[src/rtl/dpc_pkg.sv]
package dpc_pkg;
  typedef enum logic [1:0] {
    CLS_GOOD   = 2'b00,
    CLS_DARK   = 2'b01,
    CLS_BRIGHT = 2'b10,
    CLS_HOT    = 2'b11
  } defect_cls_e;

  typedef enum logic {
    FIX_COPY = 1'b0,
    FIX_AVG  = 1'b1
  } fix_mode_e;
endpackage

[src/rtl/dpc_raster_pos.sv]
module dpc_raster_pos #(
  parameter int LINE_PIX    = 32,
  parameter int FRAME_LINES = 16,
  localparam int COL_W = $clog2(LINE_PIX),
  localparam int ROW_W = $clog2(FRAME_LINES)
) (
  input  logic             clk_i,
  input  logic             rst_ni,
  input  logic             valid_i,
  input  logic             sof_i,
  input  logic             sol_i,
  output logic [COL_W-1:0] col_o,
  output logic [ROW_W-1:0] row_o,
  output logic             first_o,
  output logic             last_o
);
  logic [COL_W-1:0] col_q;
  logic [ROW_W-1:0] row_q;

  // position of the pixel currently on the input
  always_comb begin
    if (sof_i) begin
      col_o = '0;
      row_o = '0;
    end else if (sol_i) begin
      col_o = '0;
      row_o = row_q + ROW_W'(1);
    end else begin
      col_o = col_q + COL_W'(1);
      row_o = row_q;
    end
  end

  assign first_o = (col_o == '0);
  assign last_o  = (col_o == COL_W'(LINE_PIX - 1));

  always_ff @(posedge clk_i or negedge rst_ni) begin
    if (!rst_ni) begin
      col_q <= '0;
      row_q <= '0;
    end else if (valid_i) begin
      col_q <= col_o;
      row_q <= row_o;
    end
  end
endmodule

[src/rtl/dpc_defect_map.sv]
module dpc_defect_map #(
  parameter int LINE_PIX    = 32,
  parameter int FRAME_LINES = 16,
  localparam int DEPTH  = LINE_PIX * FRAME_LINES,
  localparam int ADDR_W = $clog2(DEPTH),
  localparam int COL_W  = $clog2(LINE_PIX),
  localparam int ROW_W  = $clog2(FRAME_LINES)
) (
  input  logic              clk_i,
  input  logic              rst_ni,
  input  logic              we_i,
  input  logic [ADDR_W-1:0] waddr_i,
  input  logic [1:0]        wcls_i,
  input  logic [ROW_W-1:0]  row_i,
  input  logic [COL_W-1:0]  col_i,
  output logic [1:0]        cls_o
);
  localparam logic [ADDR_W:0] DEPTH_X = (ADDR_W+1)'(DEPTH);

  logic [1:0]        cell_q [DEPTH];
  logic [ADDR_W-1:0] raddr;

  assign raddr = ADDR_W'(row_i) * ADDR_W'(LINE_PIX) + ADDR_W'(col_i);
  // positions outside the table read as good
  assign cls_o = ({1'b0, raddr} < DEPTH_X) ? cell_q[raddr] : dpc_pkg::CLS_GOOD;

  always_ff @(posedge clk_i or negedge rst_ni) begin
    if (!rst_ni) begin
      for (int i = 0; i < DEPTH; i++) cell_q[i] <= dpc_pkg::CLS_GOOD;
    end else if (we_i && ({1'b0, waddr_i} < DEPTH_X)) begin
      cell_q[waddr_i] <= wcls_i;
    end
  end
endmodule

[src/rtl/dpc_repair.sv]
module dpc_repair #(
  parameter int PIX_W = 8
) (
  input  logic             mode_i,
  input  logic             ctr_bad_i,
  input  logic [PIX_W-1:0] ctr_data_i,
  input  logic             first_i,
  input  logic             last_i,
  input  logic [PIX_W-1:0] lft_data_i,
  input  logic             lft_bad_i,
  input  logic [PIX_W-1:0] rgt_data_i,
  input  logic             rgt_bad_i,
  input  logic [PIX_W-1:0] prev_data_i,
  output logic [PIX_W-1:0] fix_data_o
);
  import dpc_pkg::*;

  logic [PIX_W-1:0] l_val, r_val, avg_val, sub_val;
  logic             l_bad, r_bad;
  logic [PIX_W:0]   sum;

  // mirror the missing neighbour at the line edges
  assign l_val = first_i ? rgt_data_i : lft_data_i;
  assign l_bad = first_i ? rgt_bad_i  : lft_bad_i;
  assign r_val = last_i  ? lft_data_i : rgt_data_i;
  assign r_bad = last_i  ? lft_bad_i  : rgt_bad_i;

  assign sum     = {1'b0, l_val} + {1'b0, r_val} + (PIX_W+1)'(1);
  assign avg_val = sum[PIX_W:1];

  always_comb begin
    if (mode_i == FIX_AVG) begin
      unique case ({l_bad, r_bad})
        2'b00:   sub_val = avg_val;
        2'b01:   sub_val = l_val;
        2'b10:   sub_val = r_val;
        default: sub_val = prev_data_i;
      endcase
    end else begin
      sub_val = (first_i && !rgt_bad_i) ? rgt_data_i : prev_data_i;
    end
  end

  assign fix_data_o = ctr_bad_i ? sub_val : ctr_data_i;
endmodule

[src/rtl/dpc_pixel_fix.sv]
module dpc_pixel_fix #(
  parameter int PIX_W       = 8,
  parameter int LINE_PIX    = 32,
  parameter int FRAME_LINES = 16
) (
  input  logic                                     clk_i,
  input  logic                                     rst_ni,
  input  logic                                     mode_i,
  input  logic                                     map_we_i,
  input  logic [$clog2(LINE_PIX*FRAME_LINES)-1:0]  map_waddr_i,
  input  logic [1:0]                               map_cls_i,
  input  logic                                     pix_valid_i,
  input  logic                                     pix_sof_i,
  input  logic                                     pix_sol_i,
  input  logic [PIX_W-1:0]                         pix_data_i,
  output logic                                     pix_valid_o,
  output logic                                     pix_sof_o,
  output logic                                     pix_sol_o,
  output logic [PIX_W-1:0]                         pix_data_o
);
  import dpc_pkg::*;

  localparam int COL_W = $clog2(LINE_PIX);
  localparam int ROW_W = $clog2(FRAME_LINES);

  logic [COL_W-1:0] in_col;
  logic [ROW_W-1:0] in_row;
  logic             in_first, in_last, in_mode, in_bad;
  logic [1:0]       in_cls;

  logic             mode_q;
  logic             s1_vld, s1_sof, s1_sol, s1_bad, s1_first, s1_last, s1_mode;
  logic [PIX_W-1:0] s1_data;
  logic [PIX_W-1:0] lft_data;
  logic             lft_bad;
  logic [PIX_W-1:0] fix_data;

  dpc_raster_pos #(
    .LINE_PIX   (LINE_PIX),
    .FRAME_LINES(FRAME_LINES)
  ) i_pos (
    .clk_i  (clk_i),
    .rst_ni (rst_ni),
    .valid_i(pix_valid_i),
    .sof_i  (pix_sof_i),
    .sol_i  (pix_sol_i),
    .col_o  (in_col),
    .row_o  (in_row),
    .first_o(in_first),
    .last_o (in_last)
  );

  dpc_defect_map #(
    .LINE_PIX   (LINE_PIX),
    .FRAME_LINES(FRAME_LINES)
  ) i_map (
    .clk_i  (clk_i),
    .rst_ni (rst_ni),
    .we_i   (map_we_i),
    .waddr_i(map_waddr_i),
    .wcls_i (map_cls_i),
    .row_i  (in_row),
    .col_i  (in_col),
    .cls_o  (in_cls)
  );

  assign in_bad  = (in_cls != CLS_GOOD);
  // the start-of-frame pixel already uses the new policy
  assign in_mode = (pix_valid_i && pix_sof_i) ? mode_i : mode_q;

  // stage 1 holds the centre pixel; the live input is its right neighbour
  dpc_repair #(
    .PIX_W(PIX_W)
  ) i_repair (
    .mode_i     (s1_mode),
    .ctr_bad_i  (s1_bad),
    .ctr_data_i (s1_data),
    .first_i    (s1_first),
    .last_i     (s1_last),
    .lft_data_i (lft_data),
    .lft_bad_i  (lft_bad),
    .rgt_data_i (pix_data_i),
    .rgt_bad_i  (in_bad || !pix_valid_i),
    .prev_data_i(pix_data_o),
    .fix_data_o (fix_data)
  );

  always_ff @(posedge clk_i or negedge rst_ni) begin
    if (!rst_ni) begin
      mode_q      <= FIX_COPY;
      s1_vld      <= 1'b0;
      s1_sof      <= 1'b0;
      s1_sol      <= 1'b0;
      s1_bad      <= 1'b0;
      s1_first    <= 1'b0;
      s1_last     <= 1'b0;
      s1_mode     <= FIX_COPY;
      s1_data     <= '0;
      lft_data    <= '0;
      lft_bad     <= 1'b0;
      pix_valid_o <= 1'b0;
      pix_sof_o   <= 1'b0;
      pix_sol_o   <= 1'b0;
      pix_data_o  <= '0;
    end else begin
      if (pix_valid_i && pix_sof_i) mode_q <= mode_i;
      s1_vld <= pix_valid_i;
      s1_sof <= pix_valid_i && pix_sof_i;
      s1_sol <= pix_valid_i && pix_sol_i;
      if (pix_valid_i) begin
        s1_data  <= pix_data_i;
        s1_bad   <= in_bad;
        s1_first <= in_first;
        s1_last  <= in_last;
        s1_mode  <= in_mode;
      end
      if (s1_vld) begin
        lft_data   <= s1_data;
        lft_bad    <= s1_bad;
        pix_data_o <= fix_data;
      end
      pix_valid_o <= s1_vld;
      pix_sof_o   <= s1_sof;
      pix_sol_o   <= s1_sol;
    end
  end
endmodule

[config.mk]
export PLATFORM = sky130hd
export DESIGN_NAME = dpc_pixel_fix
export DESIGN_NICKNAME = d
export VERILOG_FILES = /design/src/rtl/dpc_pkg.sv /design/src/rtl/dpc_raster_pos.sv /design/src/rtl/dpc_defect_map.sv /design/src/rtl/dpc_repair.sv /design/src/rtl/dpc_pixel_fix.sv
export SDC_FILE = /design/constraint.sdc
export NUM_CORES = 2
export LEC_CHECK = 0
export BUFFER_PORTS_ARGS = -buffer_cell sky130_fd_sc_hd__buf_2
export CAP_MARGIN = 20
export CORE_AREA = 2 2 300 302
export DETAILED_ROUTE_END_ITERATION = 7
export DIE_AREA = 0 0 302 304
export GPL_TIMING_DRIVEN = 0
export PLACE_DENSITY = 0.75
export SLEW_MARGIN = 20
export SYNTH_ARGS = -nofsm -noshare
export SYNTH_HDL_FRONTEND = slang
export SYNTH_HIERARCHICAL = 1
export SYNTH_SLANG_ARGS = --single-unit
[constraint.sdc]
create_clock -name clk_i -period 7.78 [get_ports clk_i]
set_clock_uncertainty 0.15 [all_clocks]
set_input_delay 1.556 -clock clk_i [delete_from_list [all_inputs] [get_ports clk_i]]
set_output_delay 1.556 -clock clk_i [all_outputs]
set_load 0.01 [all_outputs]
# --- After elaboration in Yosys (flattened, before gate mapping) ---
# Index checks and enable logic that the tools add are counted.
word_totals:
  ramBits: 0
  romBits: 0
  latchBits: 0
  inputBits: 26
  out_inout_bits: 11
  memories: 0
  register_bits: 1069
classes:
  n_mux: 19
  multipliers: 0
  div_mod_pow: 0
  n_addsub: 5
  reduce_logical: 11
  n_eq_ne: 5
  bitwise_logic: 2
  shift: 0
  magnitude_cmp: 3
ops:
  columns: ["cell", "n"]
  rows:
  - ["1024-bit bitwise mux", 1]
  - ["8-bit 2-to-1 mux", 5]
  - ["8-bit case mux with 3 select lines", 1]
  - ["10-bit greater-or-equal comparator (second input constant)", 2]
  - ["9-bit NOT with 10-bit output", 2]
  - ["2-bit binary-select mux with 9-bit select", 1]
  - ["2-bit demux with 9-bit select", 1]
  - ["10-bit by 1-bit < comparator with 1-bit output (second input constant)", 1]
  - ["5-bit 2-to-1 mux", 2]
  - ["8-bit by 8-bit adder with 9-bit output", 1]
  - ["9-bit by 1-bit adder with 9-bit output (second input constant)", 1]
  - ["9-bit by 5-bit adder with 9-bit output", 1]
  - ["4-bit 2-to-1 mux", 2]
  - ["2-bit 2-to-1 mux", 3]
  - ["5-bit by 1-bit adder with 5-bit output (second input constant)", 1]
  - ["5-bit == test (second input constant)", 1]
  - ["5-bit zero test", 1]
  - ["5-bit by 2-bit != test with 1-bit output (second input constant)", 1]
  - ["4-bit by 1-bit adder with 4-bit output (second input constant)", 1]
  - ["1-bit logical AND", 4]
  - ["1-bit 2-to-1 mux", 3]
  - ["3-bit by 1-bit != test with 1-bit output (second input constant)", 1]
  - ["3-bit AND reduction", 1]
  - ["2-bit by 1-bit == test with 1-bit output (second input constant)", 1]
  - ["other kinds (5)", 6]

# --- Longest topological paths before layout ---
logic_depth:
  depth_word: 15
  ltp_mapped: 24
  ltp_nobuf: 20

# --- Modules after synthesis ---
# The synthesis kept the hierarchy.
by_module_without_submodules:
  columns: ["mod", "n_inst", "area_per_inst_um2", "cells_per_inst", "seq_area_each_um2"]
  rows:
  - ["dpc_defect_map", 1, 49357.3, 3789, 25624.6]
  - ["dpc_pixel_fix", 1, 1376.3, 77, 900.9]
  - ["dpc_repair", 1, 1293.7, 196, 0.0]
  - ["dpc_raster_pos", 1, 581.8, 51, 225.2]

# --- Worst setup path before layout ---
# Ideal clock, no wire load.
synth_path:
  kind: "input -> register"
  start: "in pix_sof_i"
  end: "reg pix_data_o[2]"
  setup_slack_ps: 1842
  required_ps: 7505
  arrival_ps: 5664
  cell_stages: 21
  path_cell_list: "buf_4 -> nor3b_1 -> buf_2 -> buf_2 -> clkbuf_1 -> clkbuf_1 -> mux4_2 -> o21ai_0 -> nand4_1 -> nand3_1 -> o22ai_1 -> or4_1 -> nor2_1 -> nand2_1 -> inv_1 -> nand2_1 -> buf_4 -> mux2_2 -> o2111ai_1 -> o311ai_1 -> mux2_2"
synth_between:
  elab_chain_len: 13
  word_cells_on_any_way: 22
synth_lines:
  columns: ["item", "line", "text"]
  rows:
  - ["start: declaration", "dpc_pixel_fix.sv:13", "input logic pix_sof_i,"]
  - ["5-bit 2-to-1 mux *", "dpc_raster_pos.sv:22", "if (sof_i) begin"]
  - ["named net in_col[1]", "dpc_pixel_fix.sv:26", "logic [COL_W-1:0] in_col;"]
  - ["9-bit by 5-bit adder with 9-bit output *", "dpc_defect_map.sv:23", "assign raddr = ADDR_W'(row_i) * ADDR_W'(LINE_PIX) + ADDR_W'(col_i);"]
  - ["9-bit NOT with 10-bit output (not written as such) *", "dpc_defect_map.sv:25", "assign cls_o = ({1'b0, raddr} < DEPTH_X) ? cell_q[raddr] : dpc_pkg::CLS_GOOD;"]
  - ["2-bit binary-select mux with 9-bit select *", "dpc_defect_map.sv:25", null]
  - ["2-bit 2-to-1 mux (not written as such) * (2 in a row)", "dpc_defect_map.sv:25", null]
  - ["named net in_cls[0]", "dpc_pixel_fix.sv:29", "logic [1:0] in_cls;"]
  - ["2-bit nonzero test *", "dpc_pixel_fix.sv:67", "assign in_bad = (in_cls != CLS_GOOD);"]
  - ["1-bit logical OR *", "dpc_pixel_fix.sv:83", ".rgt_bad_i (in_bad || !pix_valid_i),"]
  - ["1-bit 2-to-1 mux (on tied branches)", "dpc_repair.sv:26, dpc_repair.sv:24", null]
  - ["2-bit == test (tied with other cells)", "dpc_repair.sv:33", "unique case ({l_bad, r_bad})"]
  - ["8-bit case mux with 3 select lines *", "dpc_repair.sv:33", null]
  - ["8-bit 2-to-1 mux *", "dpc_repair.sv:32", "if (mode_i == FIX_AVG) begin"]
  - ["8-bit 2-to-1 mux *", "dpc_repair.sv:44", "assign fix_data_o = ctr_bad_i ? sub_val : ctr_data_i;"]
  - ["named net fix_data[2]", "dpc_pixel_fix.sv:36", "logic [PIX_W-1:0] fix_data;"]
  - ["end signal: assignment", "dpc_pixel_fix.sv:120", "pix_data_o <= fix_data;"]
  - ["end: declaration", "dpc_pixel_fix.sv:19", "output logic [PIX_W-1:0] pix_data_o"]
# Mark *: on every way through the listed nets, which the timed path passes. The rest lies on a longest branch. The select of a mux whose other input is x is not followed.
# A chain may end at the register's enable or synchronous reset.

# --- Worst setup path after layout ---
layout_path:
  start: "in pix_sof_i"
  end: "reg pix_data_o[4]"
# The elaborated chain is that of the path after synthesis.

==> impl_metrics.yaml <==
status:
  status: "complete, but fails checks"
  violations: "setup timing"
yosys:
  ys_ff_latch: 1069
  synth.net_count: 4149
  yosysUniqueCellTypes: 80
  yosys.cell_count.top_type: "dfrtp_1"
  synth_area_um2: 52600
  ys.flop_type: "dfrtp_1"
  ys_seq_area_share_pct: 50.8
  synth_edf_count: 0
  avgSynthCellArea_um2: 12.8
  synthCells: 4113
  yosys.area.top_type: "dfrtp_1"
  post-synth-top-area-fraction_pct: 50.8
  yosysWarnings: 6
  async_reset_ff_share_pct: 100
  netlist_top_cells_count: "dfrtp_1 (1,069), mux2_2 (1,063), nor2_1 (424), mux2i_1 (262), nand2_1 (256)"
  synth.area.top_cells: "dfrtp_1 (51%), mux2_2 (23%), mux4_2 (5.4%)"
global_routing:
  track_usage_pct: 44.0
  overflow: 0
  grt_antenna_before_repair: 15
  grt_max_degree: 138
  grt_pass1_wl_mm: 285
  grt_pass1_vias: 39500
finish:
  fillCellCount: 6698
  finalNetCount: 4308
  finalInstanceArea_um2: 58400
  ff_latch_area_um2: 26800
  area.growth.synth_to_final_pct: 11.1
  multi_input_comb_area_um2: 24200
  drive_gt1_share_pct: 36.6
  post_layout_nonfiller_instances: 5553
die:
  start_util_pct: 59.1
  fp.dieW_um: 302
  dieHeight_um: 304
  io_pins: 37
  die-area_um2: 91800
  core_um2: 89000
  rows: 110
sta:
  fin_crit_ns: 8.02
  maxSlewHeadroom_pct: 4.47
  hold_violations: 0
  setup-violations-final: 6
  worstMarginPinSlew_ns: 1.43
  drv_slew: 0
  max_freq_ghz: 0.125
  min_period_over_period_pct: 103
  fin_ws_ns: -0.238
  tns_ns: -0.786
cts:
  cts_max_level: 3
  cts_root_buf: "clkbuf_16"
  cts_buffer_depth: 3
  clock-sinks: 1069
  cts_buffers: 112
  worstSkewPairLatency_ns: 0.73
  cts_tree: "built"
  clk_pin_slew_worst_paths_ns: 0.06
  post_cts_buffers: 0
routing:
  drtAntennaViolNets: 0
  drc: 0
  first_pass_iters: 6
  via_count: 39700
  first_iter_violations: 6344
  wl_per_cell_um: 36.2
  via_per_inst: 7.15
  routed_wl_mm: 201
job:
  maxCapViolCount: 0
place:
  dp_cells: 5337
  gp_congestion: 1.05
  place_area_um2: 54700
  portBuffers: 34
  post-dp-hpwl_mm: 135
  dp_slack_ns: -0.981
worst_setup_path:
  critPathKind: "in -> reg"
  worstPathMaxFanout: 10
  worstPathRequired_ns: 8.22
  arrival_ns: 8.46
  start_kind: "primary input"
  end_kind: "flop"
power:
  leakage_uw: 0.0266
  ir_worst_vdd_mv: 0.213
  power_uw: 12700
  power.density_nw_per_um2: 217
worst_hold_path:
  hold_path.class: "reg -> reg"
[worst max-delay path: stages]
cell        delay [ns]
buf_2             0.14
buf_4             0.18
nor3_4            0.47
buf_2             0.48
clkinvlp_4        0.45
clkbuf_1          0.57
clkbuf_2          0.59
a211oi_1          0.50
o21ai_0           0.27
nand4_1           0.44
nor3_1            0.19
or4_1             0.51
nor2_1            0.33
nand2_1           0.27
inv_1             0.22
nand2_1           0.09
buf_4             0.19
mux2i_1           0.15
o21ai_0           0.14
a211oi_1          0.27
nor3_1            0.09
mux2_2            0.26
[state kept, by name, summed over array words and instances, names as in the netlist]
register	flops
lft_bad	1
i_pos/row_q	4
s1_last	1
s1_mode	1
s1_sol	1
pix_sol_o	1
s1_sof	1
pix_valid_o	1
s1_data	8
i_map/cell_q	1024
mode_q	1
pix_sof_o	1
s1_vld	1
s1_first	1
s1_bad	1
i_pos/col_q	5
lft_data	8
pix_data_o	8
[layout make-up]
type                       count  share of cell area [%]
inverter                      15                   0.103
multi-input combinational   2708                    41.4
antenna                       15                  0.0642
sequential                  1069                    45.8
timing repair buffer          48                   0.872
buffer                       318                    2.91
clock inverter                29                   0.480
tap                         1176                    2.52
clock buffer                 175                    5.82
[metrics by stage]
| stage | util [%] | hold slack (ns) |
|---|---|---|
| 3_3_place_gp | 60.9 | 0.182 |
| 2_1_floorplan | - | 0.181 |
| 3_5_place_dp | 61.4 | 0.187 |
| 6_report | 65.6 | 0.194 |
| 4_1_cts | 65.5 | 0.198 |
| 5_1_grt | 65.6 | 0.203 |
[cell usage in the layout (no fill, tap or decap), types with 56 or more instances in the layout]
cell	Yosys	routed
dfrtp_1	1069	1069
mux2_2	1063	1063
nor2_1	424	418
mux2i_1	262	262
nand2_1	256	256
clkbuf_1	222	210
mux4_2	126	126
clkbuf_16	0	115
o221ai_1	114	114
buf_2	38	67
a21oi_1	58	57
o21ai_0	56	56
[metal layers]
layer | wire [um] | track usage, % | part of all wire, %
met5 | 147 | 0.899 | 0.073
met4 | 16800 | 30.0 | 8.4
met3 | 31200 | 20.5 | 16
met2 | 80700 | 59.2 | 40
met1 | 72100 | 56.0 | 36
[report_power, final]
| part | total, uW | internal [uW] | switching, uW |
|---|---|---|---|
| Clock | 5430 | 3100 | 2330 |
| Combinational | 1370 | 474 | 896 |
| Sequential | 5870 | 5740 | 126 |
| Total | 12700 | 9310 | 3350 |
[cells by family after synthesis]
kind of cell    count (synthesis)  synth area share [%]
fa+ha+maj                      10                 0.252
simple gates                  867                  7.04
buf+inv                       336                  3.22
xor+xnor                        8                 0.133
flops                        1069                  50.8
compound gates                354                  4.82
mux                          1469                  33.7
[path summary, 6_finish.rpt]
path | cells past startpoint | end | start | slack [ns]
worst min-delay path | 0 | pix_sol_o | s1_sol | 0.19
worst min register to register | 0 | pix_sol_o | s1_sol | 0.19
max in group asynchronous | 4 | i_map/cell_q[475] | rst_ni | 4.46
worst max register to register | 23 | pix_data_o[4] | i_pos/col_q[0] | -0.07
min in group asynchronous | 1 | i_map/cell_q[145] | rst_ni | 0.68
worst max-delay path | 22 | pix_data_o[4] | pix_sof_i | -0.24
[what timing repair did]
action	4_1_cts	5_1_grt
gates resized for setup	4	19
gates cloned	0	0
hold buffers	0	0
endpoints found under the setup margin	6	8
endpoints found under the hold margin	0	0
pin swaps	0	0
Power figures use the tool's default switching activity.
